$ cat src/rtl/simd_split_pkg.sv
package simd_split_pkg;
  localparam int unsigned SEG_W_DEF   = 8;
  localparam int unsigned NUM_SEG_DEF = 4;

  // Position of segment k's lowest bit inside the widened operand
  function automatic int unsigned wide_base(input int unsigned k, input int unsigned seg_w);
    return k * (seg_w + 1);
  endfunction

  // Position of the seam slot sitting above segment k
  function automatic int unsigned slot_pos(input int unsigned k, input int unsigned seg_w);
    return k * (seg_w + 1) + seg_w;
  endfunction
endpackage

$ cat src/rtl/simd_split_widen.sv
module simd_split_widen
  import simd_split_pkg::*;
#(
  parameter int unsigned SEG_W   = SEG_W_DEF,
  parameter int unsigned NUM_SEG = NUM_SEG_DEF,
  localparam int unsigned DATA_W = SEG_W * NUM_SEG,
  localparam int unsigned WIDE_W = DATA_W + NUM_SEG - 1
) (
  input  logic [DATA_W-1:0]  a_i,
  input  logic [DATA_W-1:0]  b_i,
  input  logic [NUM_SEG-2:0] cut_i,
  input  logic               cin_i,
  output logic [WIDE_W-1:0]  a_wide_o,
  output logic [WIDE_W-1:0]  b_wide_o
);
  for (genvar k = 0; k < NUM_SEG; k++) begin : g_seg
    assign a_wide_o[wide_base(k, SEG_W) +: SEG_W] = a_i[k*SEG_W +: SEG_W];
    assign b_wide_o[wide_base(k, SEG_W) +: SEG_W] = b_i[k*SEG_W +: SEG_W];
    if (k < NUM_SEG - 1) begin : g_slot
      // joined seam: 0 + 1 propagates an incoming carry
      // split seam : 0 + 0 absorbs it; 1 + 1 absorbs it and launches cin upward
      assign a_wide_o[slot_pos(k, SEG_W)] = cut_i[k] & cin_i;
      assign b_wide_o[slot_pos(k, SEG_W)] = ~cut_i[k] | cin_i;
    end
  end
endmodule

$ cat src/rtl/simd_split_core.sv
module simd_split_core #(
  parameter int unsigned WIDE_W = 35
) (
  input  logic [WIDE_W-1:0] a_wide_i,
  input  logic [WIDE_W-1:0] b_wide_i,
  input  logic              cin_i,
  output logic [WIDE_W-1:0] s_wide_o,
  output logic              top_co_o
);
  logic [WIDE_W:0] total;
  assign total    = {1'b0, a_wide_i} + {1'b0, b_wide_i} + {{WIDE_W{1'b0}}, cin_i};
  assign s_wide_o = total[WIDE_W-1:0];
  assign top_co_o = total[WIDE_W];
endmodule

$ cat src/rtl/simd_split_gather.sv
module simd_split_gather
  import simd_split_pkg::*;
#(
  parameter int unsigned SEG_W   = SEG_W_DEF,
  parameter int unsigned NUM_SEG = NUM_SEG_DEF,
  localparam int unsigned DATA_W = SEG_W * NUM_SEG,
  localparam int unsigned WIDE_W = DATA_W + NUM_SEG - 1
) (
  input  logic [WIDE_W-1:0]  s_wide_i,
  input  logic               top_co_i,
  input  logic [NUM_SEG-2:0] cut_i,
  output logic [DATA_W-1:0]  sum_o,
  output logic [NUM_SEG-1:0] cout_o
);
  for (genvar k = 0; k < NUM_SEG; k++) begin : g_seg
    assign sum_o[k*SEG_W +: SEG_W] = s_wide_i[wide_base(k, SEG_W) +: SEG_W];
    if (k < NUM_SEG - 1) begin : g_mid
      assign cout_o[k] = cut_i[k] & s_wide_i[slot_pos(k, SEG_W)];
    end else begin : g_top
      assign cout_o[k] = top_co_i;
    end
  end
endmodule

$ cat src/rtl/simd_split_adder.sv
module simd_split_adder
  import simd_split_pkg::*;
#(
  parameter int unsigned SEG_W   = SEG_W_DEF,
  parameter int unsigned NUM_SEG = NUM_SEG_DEF,
  parameter bit          REG_OUT = 1'b1,
  localparam int unsigned DATA_W = SEG_W * NUM_SEG,
  localparam int unsigned WIDE_W = DATA_W + NUM_SEG - 1
) (
  input  logic               clk,
  input  logic               rst_n,
  input  logic [DATA_W-1:0]  a_i,
  input  logic [DATA_W-1:0]  b_i,
  input  logic [NUM_SEG-2:0] cut_i,
  input  logic               cin_i,
  output logic [DATA_W-1:0]  sum_o,
  output logic [NUM_SEG-1:0] cout_o
);
  logic [WIDE_W-1:0]  a_wide, b_wide, s_wide;
  logic               top_co;
  logic [DATA_W-1:0]  sum_c;
  logic [NUM_SEG-1:0] cout_c;

  simd_split_widen #(.SEG_W(SEG_W), .NUM_SEG(NUM_SEG)) u_widen (
    .a_i(a_i), .b_i(b_i), .cut_i(cut_i), .cin_i(cin_i),
    .a_wide_o(a_wide), .b_wide_o(b_wide)
  );

  simd_split_core #(.WIDE_W(WIDE_W)) u_core (
    .a_wide_i(a_wide), .b_wide_i(b_wide), .cin_i(cin_i),
    .s_wide_o(s_wide), .top_co_o(top_co)
  );

  simd_split_gather #(.SEG_W(SEG_W), .NUM_SEG(NUM_SEG)) u_gather (
    .s_wide_i(s_wide), .top_co_i(top_co), .cut_i(cut_i),
    .sum_o(sum_c), .cout_o(cout_c)
  );

  if (REG_OUT) begin : g_reg
    always_ff @(posedge clk or negedge rst_n) begin
      if (!rst_n) begin
        sum_o  <= '0;
        cout_o <= '0;
      end else begin
        sum_o  <= sum_c;
        cout_o <= cout_c;
      end
    end

    assert_stage_delay_R7: assert property (@(posedge clk) disable iff (!rst_n)
      $past(rst_n) |-> (sum_o == $past(sum_c) && cout_o == $past(cout_c)));
  end else begin : g_comb
    assign sum_o  = sum_c;
    assign cout_o = cout_c;
  end

  // Whole-word layout against a plain wide add
  assert_full_word_R1: assert property (@(posedge clk) disable iff (!rst_n)
    (cut_i == '0) |->
      ({cout_c[NUM_SEG-1], sum_c} ==
       ({1'b0, a_i} + {1'b0, b_i} + {{DATA_W{1'b0}}, cin_i})));

  for (genvar k = 0; k < NUM_SEG; k++) begin : g_chk
    logic lo_edge, hi_edge;
    if (k == 0) begin : g_lo0
      assign lo_edge = 1'b1;
    end else begin : g_lon
      assign lo_edge = cut_i[k-1];
    end
    if (k == NUM_SEG - 1) begin : g_hitop
      assign hi_edge = 1'b1;
    end else begin : g_hin
      assign hi_edge = cut_i[k];
      assert_inner_cout_zero_R5: assert property (@(posedge clk) disable iff (!rst_n)
        !cut_i[k] |-> !cout_c[k]);
    end
    // A byte fenced on both sides is its own 8-bit lane with cin at its base
    assert_isolated_byte_R3: assert property (@(posedge clk) disable iff (!rst_n)
      (lo_edge && hi_edge) |->
        ({cout_c[k], sum_c[k*SEG_W +: SEG_W]} ==
         ({1'b0, a_i[k*SEG_W +: SEG_W]} + {1'b0, b_i[k*SEG_W +: SEG_W]} +
          {{SEG_W{1'b0}}, cin_i})));
  end
endmodule

$ cat config.mk
export PLATFORM = sky130hd
export DESIGN_NAME = simd_split_adder
export DESIGN_NICKNAME = d
export VERILOG_FILES = /design/src/rtl/simd_split_pkg.sv /design/src/rtl/simd_split_widen.sv /design/src/rtl/simd_split_core.sv /design/src/rtl/simd_split_gather.sv /design/src/rtl/simd_split_adder.sv
export SDC_FILE = /design/constraint.sdc
export NUM_CORES = 1
export LEC_CHECK = 0
export BUFFER_PORTS_ARGS = -buffer_cell sky130_fd_sc_hd__clkbuf_2
export CAP_MARGIN = 40
export CORE_ASPECT_RATIO = 0.8
export CORE_UTILIZATION = 50
export DETAILED_ROUTE_END_ITERATION = 8
export PLACE_DENSITY_LB_ADDON = 0.05
export SLEW_MARGIN = 10
export SYNTH_ARGS = -nofsm -noshare
export SYNTH_HDL_FRONTEND = slang
export SYNTH_HIERARCHICAL = 1
export SYNTH_SLANG_ARGS = --single-unit
$ cat constraint.sdc
create_clock -name clk -period 0.8 [get_ports clk]
set_clock_uncertainty 0.05 [all_clocks]
set_input_delay 0.08 -clock clk [delete_from_list [all_inputs] [get_ports clk]]
set_output_delay 0.08 -clock clk [all_outputs]
set_load 0.01 [all_outputs]
Word-level counts from Yosys, hierarchy flattened
Index checks and enable logic that the tools add are counted.
- flip-flop bits (word level): 36
- input port bits: 70
- logic and storage cells: 16
- bitwise logic cells: 12
- add/sub/neg operators: 2
- operators with widths (cell ; number):
    $add A35 B35 Y36 ; 1
    $add A36 B1 Y36 ; 1
    $and A1 B1 Y1 ; 6
    $not A1 Y1 ; 3
    $or A1 B1 Y1 ; 3

Depth between registers and ports, before layout
- depth after elaboration: 5
- depth in mapped cells: 11
- mapped depth without buffers: 10

Cells and area by module
Netlist, hierarchy kept.
- by module, submodules not included (module ; area an instance (um2) ; instances ; seq. area each (um2) ; cells each):
    simd_split_core ; 2282.2 ; 1 ; 0.0 ; 320
    simd_split_adder ; 900.9 ; 1 ; 900.9 ; 36
    simd_split_widen ; 518.0 ; 1 ; 0.0 ; 70
    simd_split_gather ; 266.5 ; 1 ; 0.0 ; 36

Worst setup path after synthesis
OpenSTA, ideal clock, no wires.
- path kind: input port to flip-flop
- start: input a_i[0]
- end: register sum_o[25]
- slack: -1.429 ns
- cell stages on the path: 11
- path buffers: 2
- arrival time: 2.117 ns
- data required time: 0.688 ns
- cells stage by stage: buf_4 fa_1 inv_1 fa_1 nand2b_1 a21o_1 a211o_1 a211oi_2 nor4_1 nor4bb_1 buf_4
- cells in the longest elaborated chain, start to end: 2
- ends and longest elaborated chain (item ; line ; RTL):
    start, declared ; simd_split_adder.sv:12 ; input logic [DATA_W-1:0] a_i,
    $add A35 B35 Y36 ; simd_split_core.sv:11 ; assign total = {1'b0, a_wide_i} + {1'b0, b_wide_i} + {{WIDE_W{1'b0}}, cin_i};
    $add A36 B1 Y36 ; simd_split_core.sv:11 ;
    net s_wide[28] ; simd_split_adder.sv:19 ; logic [WIDE_W-1:0] a_wide, b_wide, s_wide;
    end signal, assigned ; simd_split_adder.sv:45 ; sum_o <= sum_c;
    end, declared ; simd_split_adder.sv:16 ; output logic [DATA_W-1:0] sum_o,
The timed path passes the listed nets, and every way through them passes these cells.

Final worst setup path
- start: input cin_i
- end: register sum_o[22]
- cells in the longest elaborated chain, start to end: 3
- elaborated cells between the ends (all ways): 6
- those cells by class: add/sub: 2; bitwise: 4
- ends and longest elaborated chain (item ; line ; RTL):
    start, declared ; simd_split_adder.sv:15 ; input logic cin_i,
    $and A1 B1 Y1 / $or A1 B1 Y1 (equally long branches) ; simd_split_widen.sv:22, simd_split_widen.sv:23 ;
    $add A35 B35 Y36 ; simd_split_core.sv:11 ;
    $add A36 B1 Y36 (*) ; simd_split_core.sv:11 ;
    net s_wide[24] ; simd_split_adder.sv:19 ;
The timed path passes the listed nets; every way through them passes the cells marked *.

==> load_flow_metrics.sql <==
INSERT INTO impl_metrics (metric_group, metric, value, unit) VALUES
('placed_design', 'placement.io_buffers', '105', ''),
('placed_design', 'detailed_place_hpwl', '7.98', 'mm'),
('synth', 'asyncSetResetFlopFracSynth', '100', '%'),
('min_path', 'hold_path.class', 'input port to flop', ''),
('worst_setup_path', 'critical_path.max_fanout', '4', ''),
('grt', 'global_route.usage.total', '25.7', '%'),
('grt', 'number_of_antenna_violations_at_the_first_check_in_global_routing', '0', ''),
('routing', 'route.detailed.drc', '0', ''),
('worst_setup_path', 'critPathCaptureType', 'flop', ''),
('die', 'starting_density_of_the_core', '52.7', '%'),
('grt', 'grt.overflow.total', '0', ''),
('clock_tree', 'cts_inserted_buffers', '5', ''),
('finish', 'fin_cells', '698', ''),
('worst_setup_path', 'worst_ep_arrival_time', '2070', 'ps'),
('routing', 'firstDrtPassIters', '4', ''),
('timing', 'maxClockFrequency', '515', 'MHz'),
('finish', 'number_of_fill_cells', '559', ''),
('grt', 'grt_first_pass_wirelength', '16.4', 'mm'),
('clock_tree', 'h-tree-depth', '2', ''),
('timing', 'final_max_slew_viol_count', '0', ''),
('clock_tree', 'clk_root_buffer_cell', 'clkbuf_8', ''),
('timing', 'finalWorstSetupSlack', '-1140', 'ps'),
('worst_setup_path', 'nature_of_the_critical_path_startpoint', 'input port', ''),
('finish', 'mostFrequentLayoutCell', 'buf_4', ''),
('worst_setup_path', 'timing.critical_path.required', '930', 'ps'),
('routing', 'ant_nets', '0', ''),
('power', 'peakVddDrop', '0.000996', 'V'),
('die', 'core_area', '7530', 'sq um'),
('run_status', 'violated_checks', 'setup timing', ''),
('finish', 'ff_latch_area', '901', 'sq um'),
('power', 'power.leakage', '2.69', 'nW'),
('synth', 'register_bit_count_reported_by_yosys', '36', ''),
('clock_tree', 'clock_path_buffers', '2', ''),
('synth', 'synth-edff-count', '0', ''),
('timing', 'final_period_util', '243', '%'),
('die', 'floorplan.die.width', '102', 'um'),
('worst_setup_path', 'worstSetupPathType', 'input port to flop', ''),
('clock_tree', 'tritoncts', 'built', ''),
('finish', 'design.final.nets', '698', ''),
('synth', 'post_synth.cell_area_avg', '8.59', 'sq um'),
('routing', 'vias', '3627', ''),
('job', 'timing.max_cap.violations', '0', ''),
('run_status', 'run_status', 'finished, violations left', ''),
('finish', 'share_of_cells_above_drive_strength_1', '57.8', '%'),
('finish', 'area_delta_synth_final', '41.6', '%'),
('timing', 'fin_tns_setup', '-33690', 'ps'),
('placed_design', 'placed_cells_incl_taps', '672', ''),
('routing', 'avgViaCountPerCell', '5.20', ''),
('power', 'p_per_area', '1430', 'nW/um^2'),
('timing', 'fin_crit', '1940', 'ps'),
('timing', 'hold_ws', '24.8', 'ps'),
('timing', 'report.final.hold_viol_count', '0', ''),
('synth', 'syn-num-nets', '568', ''),
('finish', 'antenna_cells', '0', ''),
('die', 'design.portCount', '106', ''),
('timing', 'timing_worst_slew_pin_value', '466', 'ps'),
('synth', 'synth_cells', '462', ''),
('grt', 'first_global_vias', '3470', ''),
('routing', 'avgRoutedWirePerCell', '15.0', 'um'),
('synth', 'yosysWarningCount', '6', ''),
('die', 'die_footprint', '8300', 'sq um'),
('synth', 'synth_cell_types', '63', ''),
('die', 'placement_rows', '28', ''),
('finish', 'multiInputGateArea', '2840', 'sq um'),
('finish', 'layout.cells.most_common_list', 'buf_4 (112), clkbuf_2 (100), dfrtp_1 (36)', ''),
('clock_tree', 'tritoncts_num_sinks', '36', ''),
('placed_design', 'place.gp.congestion', '0.870', ''),
('synth', 'syn-cell-area', '3970', 'sq um'),
('timing', 'worst_slew_slack_as_a_fraction_of_its_limit', '69.0', '%'),
('synth', 'ys.flop_type', 'dfrtp_1', ''),
('finish', 'fin_util', '74.6', '%'),
('timing', 'grt_setup_unrepaired', 'yes', ''),
('routing', 'routed_wirelength', '10.5', 'mm'),
('placed_design', 'worst_slack_placed', '-1500', 'ps'),
('die', 'fp.dieH', '81.7', 'um'),
('routing', 'drt_iter0_markers', '148', ''),
('synth', 'synth.yosys.seq_area_share', '22.7', '%'),
('clock_tree', 'cts.reportedPaths.clkPinSlew', '90', 'ps'),
('timing', 'setup_viol_count_final', '71', ''),
('grt', 'grt_max_degree', '37', '');
## cells in the mapped netlist (3+ instances only)
| master | n | area (sq um) |
|---|---|---|
| and3_1 | 3 | 18.8 |
| and4_1 | 3 | 26.3 |
| buf_2 | 5 | 25.0 |
| nor3_1 | 5 | 25.0 |
| or2_2 | 3 | 18.8 |
| nand2b_1 | 6 | 37.5 |
| o21ai_0 | 22 | 110 |
| dfrtp_1 | 36 | 901 |
| xor2_1 | 7 | 61.3 |
| inv_1 | 10 | 37.5 |
| ha_1 | 34 | 425 |
| and2_1 | 8 | 50.1 |
| xnor2_1 | 17 | 149 |
| a211oi_1 | 6 | 45.0 |
| nand3_1 | 10 | 50.1 |
| a31oi_1 | 6 | 37.5 |
| nor2b_1 | 3 | 18.8 |
| o211a_1 | 4 | 40.0 |
| o211ai_1 | 3 | 22.5 |
| a21oi_1 | 31 | 155 |
| nand2_1 | 26 | 97.6 |
| o21a_1 | 4 | 30.0 |
| nand4_1 | 7 | 43.8 |
| a21o_1 | 16 | 120 |
| o21bai_1 | 3 | 22.5 |
| buf_4 | 97 | 728 |
| nor2_1 | 29 | 109 |
| o31ai_1 | 3 | 22.5 |
## through the flow
step,power (W),instance area [sq um]
floorplan,0.00514,4420
global placement,0.00595,4990
detailed placement,0.00599,4990
CTS,0.00790,5430
global route,0.00855,5620
finish,0.00806,5620
## flip-flops by register name (all words and copies together), names as in the netlist
| name | count |
|---|---|
| sum_o | 32 |
| cout_o | 4 |
## worst paths after layout
| kind | startpoint | to | cells past startpoint |
|---|---|---|---|
| max | cin_i | sum_o[22] | 11 |
| min | a_i[0] | sum_o[0] | 2 |
| max in group asynchronous | rst_n | sum_o[18] | 3 |
| min in group asynchronous | rst_n | cout_o[0] | 3 |
## final cells by class
type,count,share of cell area [%]
clock buffers,5,1.22
clock inverters,3,0.757
multi-input cells,306,50.5
repair buffers,233,28.4
well taps,105,2.34
flip-flops and latches,36,16.0
inverters,10,0.668
## power breakdown
group / total, W / switching, W / leakage [nW] / internal [W]
logic: 0.00408 / 0.00196 / 2.21 / 0.00212
registers: 0.00233 / 0.000139 / 0.424 / 0.00219
clock network: 0.00164 / 0.000721 / 0.0541 / 0.000923
## logic make-up after synthesis
| group | count (synthesis) | synth area share (%) |
|---|---|---|
| fa+ha+maj | 36 | 11.7 |
| xor+xnor | 24 | 5.30 |
| buf+inv | 120 | 21.9 |
| simple gates | 117 | 15.6 |
| flops | 36 | 22.7 |
| mux | 4 | 1.07 |
| compound gates | 125 | 21.7 |
## worst max-delay path: stages
cell and delay (ps):
clkbuf_16 110, fa_2 190, inv_2 40, fa_2 340
nand2b_4 160, a21o_1 170, a211o_4 370, a211oi_4 280
buf_4 150, nor2_1 50, xnor2_1 140
## metal layers
layer  share of wire, %  GRT usage (%)
met5                  0              0
met2                 48           44.3
met3                4.6           3.83
met4               0.49           4.20
met1                 47           34.6
## timing repair
item,CTS,global route
setup endpoints to repair,71,71
pin swaps,32,25
setup buffers,10,7
hold buffers,2,0
gates resized for setup,53,30
hold endpoints to repair,37,0
No activity file was read; power rests on OpenSTA's default activity.
